### src/rtl/rxdma_pkg.sv
package rxdma_pkg;

  localparam logic [2:0] REG_BASE   = 3'd0;
  localparam logic [2:0] REG_COUNT  = 3'd1;
  localparam logic [2:0] REG_REL    = 3'd2;
  localparam logic [2:0] REG_IDX    = 3'd3;
  localparam logic [2:0] REG_CFG    = 3'd4;
  localparam logic [2:0] REG_IDXRST = 3'd5;

  localparam int CFG_EN_BIT   = 2;
  localparam int CFG_BUSY_BIT = 3;
  localparam int IDXRST_BIT   = 16;

  typedef enum logic [2:0] {
    ST_IDLE, ST_DROP, ST_FETCH, ST_WAIT, ST_DATA, ST_DONE
  } rx_state_e;

  function automatic logic [31:0] desc_word_addr(input logic [31:0] base,
                                                 input logic [31:0] idx,
                                                 input logic [1:0]  word);
    return base + (idx << 4) + {28'h0, word, 2'b00};
  endfunction

  function automatic logic [31:0] ring_next(input logic [31:0] idx,
                                            input logic [31:0] count);
    return (idx + 32'd1 >= count) ? 32'd0 : idx + 32'd1;
  endfunction

  function automatic logic [31:0] done_word(input logic [31:0] len);
    return {1'b1, 1'b1, len[13:0], 16'h0000};
  endfunction

endpackage

### src/rtl/rxdma_regs.sv
module rxdma_regs
  import rxdma_pkg::*;
#(
  parameter int IDX_W = 8
) (
  input  logic             clk,
  input  logic             rst_n,
  input  logic             reg_wr,
  input  logic [2:0]       reg_addr,
  input  logic [31:0]      reg_wdata,
  output logic [31:0]      reg_rdata,
  input  logic             busy,
  input  logic [IDX_W-1:0] dma_idx,
  output logic [31:0]      ring_base,
  output logic [IDX_W:0]   ring_count,
  output logic [IDX_W-1:0] rel_idx,
  output logic             rx_en,
  output logic             idx_clr
);
  localparam int CW = IDX_W + 1;

  always_ff @(posedge clk or negedge rst_n) begin
    if (!rst_n) begin
      ring_base  <= '0;
      ring_count <= '0;
      rel_idx    <= '0;
      rx_en      <= 1'b0;
    end else if (reg_wr) begin
      case (reg_addr)
        REG_BASE:  ring_base  <= reg_wdata;
        REG_COUNT: ring_count <= reg_wdata[CW-1:0];
        REG_REL:   rel_idx    <= reg_wdata[IDX_W-1:0];
        REG_CFG:   rx_en      <= reg_wdata[CFG_EN_BIT];
        default: ;
      endcase
    end
  end

  assign idx_clr = reg_wr && (reg_addr == REG_IDXRST) && reg_wdata[IDXRST_BIT];

  always_comb begin
    reg_rdata = '0;
    case (reg_addr)
      REG_BASE:  reg_rdata = ring_base;
      REG_COUNT: reg_rdata = 32'(ring_count);
      REG_REL:   reg_rdata = 32'(rel_idx);
      REG_IDX:   reg_rdata = 32'(dma_idx);
      REG_CFG: begin
        reg_rdata[CFG_EN_BIT]   = rx_en;
        reg_rdata[CFG_BUSY_BIT] = busy;
      end
      default: reg_rdata = '0;
    endcase
  end

endmodule

### src/rtl/rxdma_ring.sv
module rxdma_ring
  import rxdma_pkg::*;
#(
  parameter int IDX_W = 8
) (
  input  logic             clk,
  input  logic             rst_n,
  input  logic             adv,
  input  logic             clr,
  input  logic [IDX_W:0]   ring_count,
  input  logic [IDX_W-1:0] rel_idx,
  output logic [IDX_W-1:0] dma_idx,
  output logic             full
);

  always_ff @(posedge clk or negedge rst_n) begin
    if (!rst_n)   dma_idx <= '0;
    else if (clr) dma_idx <= '0;
    else if (adv) dma_idx <= IDX_W'(ring_next(32'(dma_idx), 32'(ring_count)));
  end

  assign full = (dma_idx == rel_idx);

  AST_IDX_CLEARED: assert property (@(posedge clk) disable iff (!rst_n)
    clr |=> dma_idx == '0);

  AST_IDX_WRAPS: assert property (@(posedge clk) disable iff (!rst_n)
    (adv && !clr && (32'(dma_idx) + 32'd1 == 32'(ring_count))) |=> dma_idx == '0);

endmodule

### src/rtl/rxdma_engine.sv
module rxdma_engine
  import rxdma_pkg::*;
#(
  parameter int IDX_W     = 8,
  parameter int BUF_BYTES = 2048
) (
  input  logic             clk,
  input  logic             rst_n,
  input  logic             rx_en,
  input  logic             full,
  input  logic [31:0]      ring_base,
  input  logic [IDX_W-1:0] dma_idx,
  input  logic             s_valid,
  input  logic [7:0]       s_data,
  input  logic             s_last,
  output logic             s_ready,
  output logic             mem_req,
  input  logic             mem_gnt,
  output logic             mem_we,
  output logic [31:0]      mem_addr,
  output logic [3:0]       mem_be,
  output logic [31:0]      mem_wdata,
  input  logic             mem_rvalid,
  input  logic [31:0]      mem_rdata,
  output logic             adv,
  output logic             busy
);
  localparam int CNT_W = $clog2(BUF_BYTES) + 1;

  rx_state_e        state_q;
  logic [31:0]      desc_q;
  logic [31:0]      buf_q;
  logic [CNT_W-1:0] cnt_q;
  logic             ovf_q;

  logic        storing;
  logic        accept;
  logic        start_ok;
  logic        start_drop;
  logic        data_fire;
  logic        done_fire;
  logic [31:0] byte_addr;

  assign storing    = cnt_q < CNT_W'(BUF_BYTES);
  assign byte_addr  = buf_q + 32'(cnt_q);
  assign start_ok   = (state_q == ST_IDLE) && s_valid && rx_en && !full;
  assign start_drop = (state_q == ST_IDLE) && s_valid && !(rx_en && !full);
  assign accept     = s_valid && s_ready;
  assign data_fire  = (state_q == ST_DATA) && mem_req && mem_gnt;
  assign done_fire  = (state_q == ST_DONE) && mem_gnt;
  assign adv        = done_fire;
  assign busy       = (state_q != ST_IDLE);

  always_comb begin
    mem_req   = 1'b0;
    mem_we    = 1'b0;
    mem_addr  = desc_q;
    mem_be    = 4'hF;
    mem_wdata = '0;
    s_ready   = 1'b0;
    case (state_q)
      ST_DROP:  s_ready = 1'b1;
      ST_FETCH: mem_req = 1'b1;
      ST_DATA: begin
        mem_we    = 1'b1;
        mem_addr  = byte_addr;
        mem_be    = 4'b0001 << byte_addr[1:0];
        mem_wdata = {4{s_data}};
        mem_req   = s_valid && storing;
        s_ready   = storing ? mem_gnt : 1'b1;
      end
      ST_DONE: begin
        mem_req   = 1'b1;
        mem_we    = 1'b1;
        mem_addr  = desc_q + 32'd4;
        mem_wdata = done_word(32'(cnt_q));
      end
      default: ;
    endcase
  end

  always_ff @(posedge clk or negedge rst_n) begin
    if (!rst_n) begin
      state_q <= ST_IDLE;
      desc_q  <= '0;
      buf_q   <= '0;
      cnt_q   <= '0;
      ovf_q   <= 1'b0;
    end else begin
      case (state_q)
        ST_IDLE: begin
          if (start_ok) begin
            state_q <= ST_FETCH;
            desc_q  <= desc_word_addr(ring_base, 32'(dma_idx), 2'd0);
          end else if (start_drop) begin
            state_q <= ST_DROP;
          end
        end
        ST_DROP:  if (accept && s_last) state_q <= ST_IDLE;
        ST_FETCH: if (mem_gnt) state_q <= ST_WAIT;
        ST_WAIT: begin
          if (mem_rvalid) begin
            buf_q   <= mem_rdata;
            cnt_q   <= '0;
            ovf_q   <= 1'b0;
            state_q <= ST_DATA;
          end
        end
        ST_DATA: begin
          if (accept) begin
            if (storing) cnt_q <= cnt_q + 1'b1;
            else         ovf_q <= 1'b1;
            if (s_last) state_q <= (ovf_q || !storing) ? ST_IDLE : ST_DONE;
          end
        end
        ST_DONE:  if (mem_gnt) state_q <= ST_IDLE;
        default:  state_q <= ST_IDLE;
      endcase
    end
  end

  AST_FETCH_STALLS_STREAM: assert property (@(posedge clk) disable iff (!rst_n)
    (state_q == ST_FETCH || state_q == ST_WAIT) |-> !s_ready);

  AST_START_NEEDS_ROOM: assert property (@(posedge clk) disable iff (!rst_n)
    (state_q == ST_FETCH && $past(state_q == ST_IDLE)) |-> $past(rx_en && !full));

  AST_DROP_NO_MEM: assert property (@(posedge clk) disable iff (!rst_n)
    (state_q == ST_DROP) |-> !mem_req);

  AST_LEN_LEGAL: assert property (@(posedge clk) disable iff (!rst_n)
    done_fire |-> (cnt_q != '0 && cnt_q <= CNT_W'(BUF_BYTES)));

  AST_WR_IN_BUFFER: assert property (@(posedge clk) disable iff (!rst_n)
    data_fire |-> ((mem_addr - buf_q) < 32'(BUF_BYTES)));

  AST_BYTE_LANE: assert property (@(posedge clk) disable iff (!rst_n)
    data_fire |-> $onehot0(mem_be) && mem_be != 4'h0);

endmodule

### src/rtl/rx_ring_dma.sv
module rx_ring_dma
  import rxdma_pkg::*;
#(
  parameter int IDX_W     = 8,
  parameter int BUF_BYTES = 2048
) (
  input  logic        clk,
  input  logic        rst_n,
  input  logic        reg_wr,
  input  logic [2:0]  reg_addr,
  input  logic [31:0] reg_wdata,
  output logic [31:0] reg_rdata,
  input  logic        s_valid,
  input  logic [7:0]  s_data,
  input  logic        s_last,
  output logic        s_ready,
  output logic        mem_req,
  input  logic        mem_gnt,
  output logic        mem_we,
  output logic [31:0] mem_addr,
  output logic [3:0]  mem_be,
  output logic [31:0] mem_wdata,
  input  logic        mem_rvalid,
  input  logic [31:0] mem_rdata
);

  logic [31:0]      ring_base;
  logic [IDX_W:0]   ring_count;
  logic [IDX_W-1:0] rel_idx;
  logic [IDX_W-1:0] dma_idx;
  logic             rx_en;
  logic             idx_clr;
  logic             full;
  logic             adv;
  logic             busy;

  rxdma_regs #(.IDX_W(IDX_W)) u_regs (
    .clk(clk), .rst_n(rst_n),
    .reg_wr(reg_wr), .reg_addr(reg_addr), .reg_wdata(reg_wdata), .reg_rdata(reg_rdata),
    .busy(busy), .dma_idx(dma_idx),
    .ring_base(ring_base), .ring_count(ring_count), .rel_idx(rel_idx),
    .rx_en(rx_en), .idx_clr(idx_clr)
  );

  rxdma_ring #(.IDX_W(IDX_W)) u_ring (
    .clk(clk), .rst_n(rst_n),
    .adv(adv), .clr(idx_clr), .ring_count(ring_count), .rel_idx(rel_idx),
    .dma_idx(dma_idx), .full(full)
  );

  rxdma_engine #(.IDX_W(IDX_W), .BUF_BYTES(BUF_BYTES)) u_engine (
    .clk(clk), .rst_n(rst_n),
    .rx_en(rx_en), .full(full), .ring_base(ring_base), .dma_idx(dma_idx),
    .s_valid(s_valid), .s_data(s_data), .s_last(s_last), .s_ready(s_ready),
    .mem_req(mem_req), .mem_gnt(mem_gnt), .mem_we(mem_we), .mem_addr(mem_addr),
    .mem_be(mem_be), .mem_wdata(mem_wdata), .mem_rvalid(mem_rvalid), .mem_rdata(mem_rdata),
    .adv(adv), .busy(busy)
  );

  AST_IDLE_AFTER_RESET: assert property (@(posedge clk) disable iff (!rst_n)
    $rose(rst_n) |-> !mem_req && !s_ready);

endmodule

### config.mk
export PLATFORM = sky130hd
export DESIGN_NAME = rx_ring_dma
export DESIGN_NICKNAME = d
export VERILOG_FILES = /design/src/rtl/rxdma_pkg.sv /design/src/rtl/rxdma_regs.sv /design/src/rtl/rxdma_ring.sv /design/src/rtl/rxdma_engine.sv /design/src/rtl/rx_ring_dma.sv
export SDC_FILE = /design/constraint.sdc
export NUM_CORES = 1
export LEC_CHECK = 0
export ABC_AREA = 1
export ABC_CLOCK_PERIOD_IN_PS = 4800
export BUFFER_PORTS_ARGS = -buffer_cell sky130_fd_sc_hd__buf_2
export CORE_ASPECT_RATIO = 1.25
export CORE_MARGIN = 1.5
export CORE_UTILIZATION = 57
export CTS_CLUSTER_SIZE = 24
export DETAILED_ROUTE_END_ITERATION = 6
export GPL_TIMING_DRIVEN = 0
export PLACE_DENSITY = 0.86
export RECOVER_POWER = 25
export SLEW_MARGIN = 20
export SYNTH_ARGS = -nofsm -noshare
export SYNTH_HDL_FRONTEND = slang
export SYNTH_SLANG_ARGS = --single-unit
### constraint.sdc
create_clock -name clk -period 4.8 [get_ports clk]
set_input_delay 0.24 -clock clk [delete_from_list [all_inputs] [get_ports clk]]
set_output_delay 0.24 -clock clk [all_outputs]
set_load 0.05 [all_outputs]
==> results.sh <==
export IMPL_die_h_um=152
export IMPL_min_period_ps=3260
export IMPL_cp_arrival_ps=3020
export IMPL_rsz0062_at_grt="false"
export IMPL_n_antenna_cell=0
export IMPL_cp_max_fo=8
export IMPL_synth_avg_cell_area_um2=6.45
export IMPL_ys_seq_area_share_pct=34.1
export IMPL_synth_cells=1573
export IMPL_syn_to_final_growth_pct=18.1
export IMPL_core_area_um2=17400
export IMPL_min_from="mem_rdata[0]"
export IMPL_routabilityCongestion=0.972
export IMPL_boundaryPins=185
export IMPL_crit_required_ps=4560
export IMPL_powerDensity_nw_per_um2=598
export IMPL_worstSetupStartpoint="u_engine.cnt_q[0]"
export IMPL_cts_tree="yes"
export IMPL_die_w_um=122
export IMPL_cts_resized=0
export IMPL_wl_per_cell_um=15.5
export IMPL_violations="capacitance limit, slew limit"
export IMPL_fin_total_pwr_mw=7.15
export IMPL_clk_pin_slew_ps=60
export IMPL_fmax_mhz=306
export IMPL_ys_warnings_count=0
export IMPL_postPlaceCellArea_um2=11400
export IMPL_finalHoldViolCount=0
export IMPL_cts_made_buffers=17
export IMPL_status="finished, violations left"
export IMPL_nets=1894
export IMPL_drv_cap=1
export IMPL_mostFrequentLayoutCells="nand2_1 (516), inv_1 (203), buf_2 (203), nor2_1 (143)"
export IMPL_detailroute_via_count=11206
export IMPL_grt_pass1_wl_um=51200
export IMPL_firstDrtPassIters=7
export IMPL_finalCritPeriodShare_pct=68.0
export IMPL_fp_row_count=54
export IMPL_cp_start_kind="register"
export IMPL_drc_errors=0
export IMPL_fin_setup_tns_ps=0
export IMPL_start_util_pct=58.2
export IMPL_grt_usage_pct=34.5
export IMPL_ir_worst_vdd_mv=0.318
export IMPL_slew_headroom_pct=-74.6
export IMPL_worstRegToRegCells=10
export IMPL_hold_class="in -> reg"
export IMPL_criticalPathCategory="reg -> out"
export IMPL_dieArea_um2=18600
export IMPL_final_util_pct=68.7
export IMPL_drt_iter0_markers=906
export IMPL_grt_start_max_net_pins=93
export IMPL_finalSetupViolCount=0
export IMPL_cts_root_buf="clkbuf_16"
export IMPL_synth_area_um2=10100
export IMPL_leakage_nw=6.44
export IMPL_grt_pass1_vias=10707
export IMPL_worst_slew_pin_slew_ps=2620
export IMPL_place_port_buffers=184
export IMPL_r2r_setup_slack_ps=2120
export IMPL_hold_depth=3
export IMPL_htreeDepth=4
export IMPL_cts_sinks=138
export IMPL_synth_cell_types=42
export IMPL_crit_path_end_kind="primary output"
export IMPL_insertion_delay_ps=440
export IMPL_skew_ps=10.1
export IMPL_hpwl_um=24300
export IMPL_worstReg2RegEnd="u_ring.dma_idx[7]"
export IMPL_cts_buffer_depth=2
export IMPL_drt_wl_total_um=31200
export IMPL_antenna_found_initial=0
export IMPL_ys_ff_latch=138
export IMPL_timing_rr_start="u_ring.dma_idx[0]"
export IMPL_synth_nets=1689
export IMPL_final_antenna_net_count=0
export IMPL_final_common_cell="nand2_1"
export IMPL_viasPerCell=5.56
export IMPL_slew_viol_final=47
export IMPL_drive_gt1_share_pct=15.8
export IMPL_fin_area_um2=12000
export IMPL_min_to="u_engine.buf_q[0]"
export IMPL_grt_ovfl_total=0
-- cells in the mapped netlist --
| cell type | count | share of area (%) |
|---|---|---|
| nand2_1 | 516 | 19 |
| inv_1 | 203 | 7.5 |
| nor2_1 | 143 | 5.3 |
| dfrtp_1 | 138 | 34 |
| nand3_1 | 138 | 6.8 |
| o21ai_0 | 121 | 6.0 |
| a21oi_1 | 57 | 2.8 |
| ha_1 | 32 | 3.9 |
| nor3_1 | 32 | 1.6 |
| nand4_1 | 28 | 1.7 |
| o22ai_1 | 25 | 1.5 |
| buf_2 | 20 | 0.99 |
| xor2_1 | 15 | 1.3 |
| buf_4 | 13 | 0.96 |
| clkbuf_1 | 12 | 0.44 |
| inv_2 | 10 | 0.37 |
| o211ai_1 | 9 | 0.67 |
| xnor2_1 | 9 | 0.78 |
| o21ai_1 | 7 | 0.35 |
| o221ai_1 | 5 | 0.43 |
| or2_2 | 5 | 0.31 |
| nand2_2 | 4 | 0.25 |
| nor3_2 | 4 | 0.39 |
| a21boi_0 | 2 | 0.15 |
| buf_1 | 2 | 0.074 |
| buf_6 | 2 | 0.22 |
| fa_1 | 2 | 0.39 |
| nor2_2 | 2 | 0.12 |
| nor3_4 | 2 | 0.32 |
| nor4_1 | 2 | 0.12 |
| o31ai_1 | 2 | 0.15 |
| a21oi_2 | 1 | 0.086 |
| and2_1 | 1 | 0.062 |
| clkbuf_2 | 1 | 0.049 |
| nand2b_1 | 1 | 0.062 |
| nand3_2 | 1 | 0.099 |
| nand3b_1 | 1 | 0.074 |
| nor2_4 | 1 | 0.11 |
| o21a_1 | 1 | 0.074 |
| o21ai_2 | 1 | 0.086 |
| o21bai_1 | 1 | 0.074 |
| or2_1 | 1 | 0.062 |
-- registers in the layout, indices dropped and copies added (netlist names) --
register	cells
u_engine.ovf_q	1
u_regs.rx_en	1
u_engine.desc_q	32
u_engine.buf_q	32
u_engine.cnt_q	12
u_regs.rel_idx	8
u_regs.ring_base	32
u_ring.dma_idx	8
u_regs.ring_count	9
u_engine.state_q	3
-- per-stage QoR --
| step | hold WS (ps) | setup WS [ps] | std cells |
|---|---|---|---|
| after global routing | 8.15 | 1330 | 2015 |
| final | 2.44 | 1540 | 2015 |
| after CTS | 4.95 | 1590 | 2015 |
| after detailed placement | 161 | 2070 | 1982 |
| after floorplan | -55.6 | 1890 | 1573 |
| after global placement | 442 | 1640 | 1981 |
-- logic make-up (layout without fill, tap and decap cells) --
group                    Yosys count  in the layout  share of synthesized area (%)
XOR/XNOR                          24             24                           2.07
AND/OR/NAND/NOR                  882            882                           36.5
adder cells (fa/ha/maj)           34             34                           4.34
flip-flops                       138            138                           34.1
buffers and inverters            263            481                           10.6
AO/OA/AOI/OAI                    232            232                           12.4
-- repair_timing --
item	4_1_cts	5_1_grt
endpoints found under the hold margin	46	0
endpoints found under the setup margin	0	0
hold buffers	1	0
buffers inserted	0	0
-- power by group --
group,internal (mW),switching (mW),total [mW]
sequential,1.59,0.503,2.09
combinational,1.05,2.66,3.71
clock,0.789,0.560,1.35
-- metal layers --
layer	part of all wire, %	GRT usage (%)
met1	39	42.2
met5	0	0
met2	49	58.3
met4	4.6	17.4
met3	6.8	5.52
-- worst max-delay path by stage --
| stage | to | slack [ps] | cells past startpoint |
|---|---|---|---|
| after CTS | mem_addr[16] | 1590 | 12 |
| final | mem_addr[16] | 1540 | 12 |
| after detailed placement | mem_addr[16] | 2070 | 12 |
| after global routing | mem_addr[28] | 1330 | 12 |
| after global placement | u_engine.buf_q[28] | 1640 | 1 |
| after floorplan | mem_addr[14] | 1890 | 9 |
-- area by class of cell --
| type | count | area [um^2] |
|---|---|---|
| plain buffers | 50 | 278 |
| clock buffers | 18 | 439 |
| clock inverters | 14 | 156 |
| fillers | 1585 | 5460 |
| inverters | 213 | 800 |
| multi-input cells | 1172 | 5610 |
| flip-flops and latches | 138 | 3450 |
| well taps | 224 | 280 |
| repair buffers | 186 | 957 |
-- worst max-delay path, cell delays in order (launching register included) --
cell	delay, ps
dfrtp_1	460
ha_1	310
fa_1	450
nand3_1	120
nand3_1	140
nand2_1	100
nand2_1	140
nand2_1	130
nand2_1	70
nand2_1	60
nand3_1	90
o21ai_0	180
buf_2	340
Power figures use the tool's default switching activity.
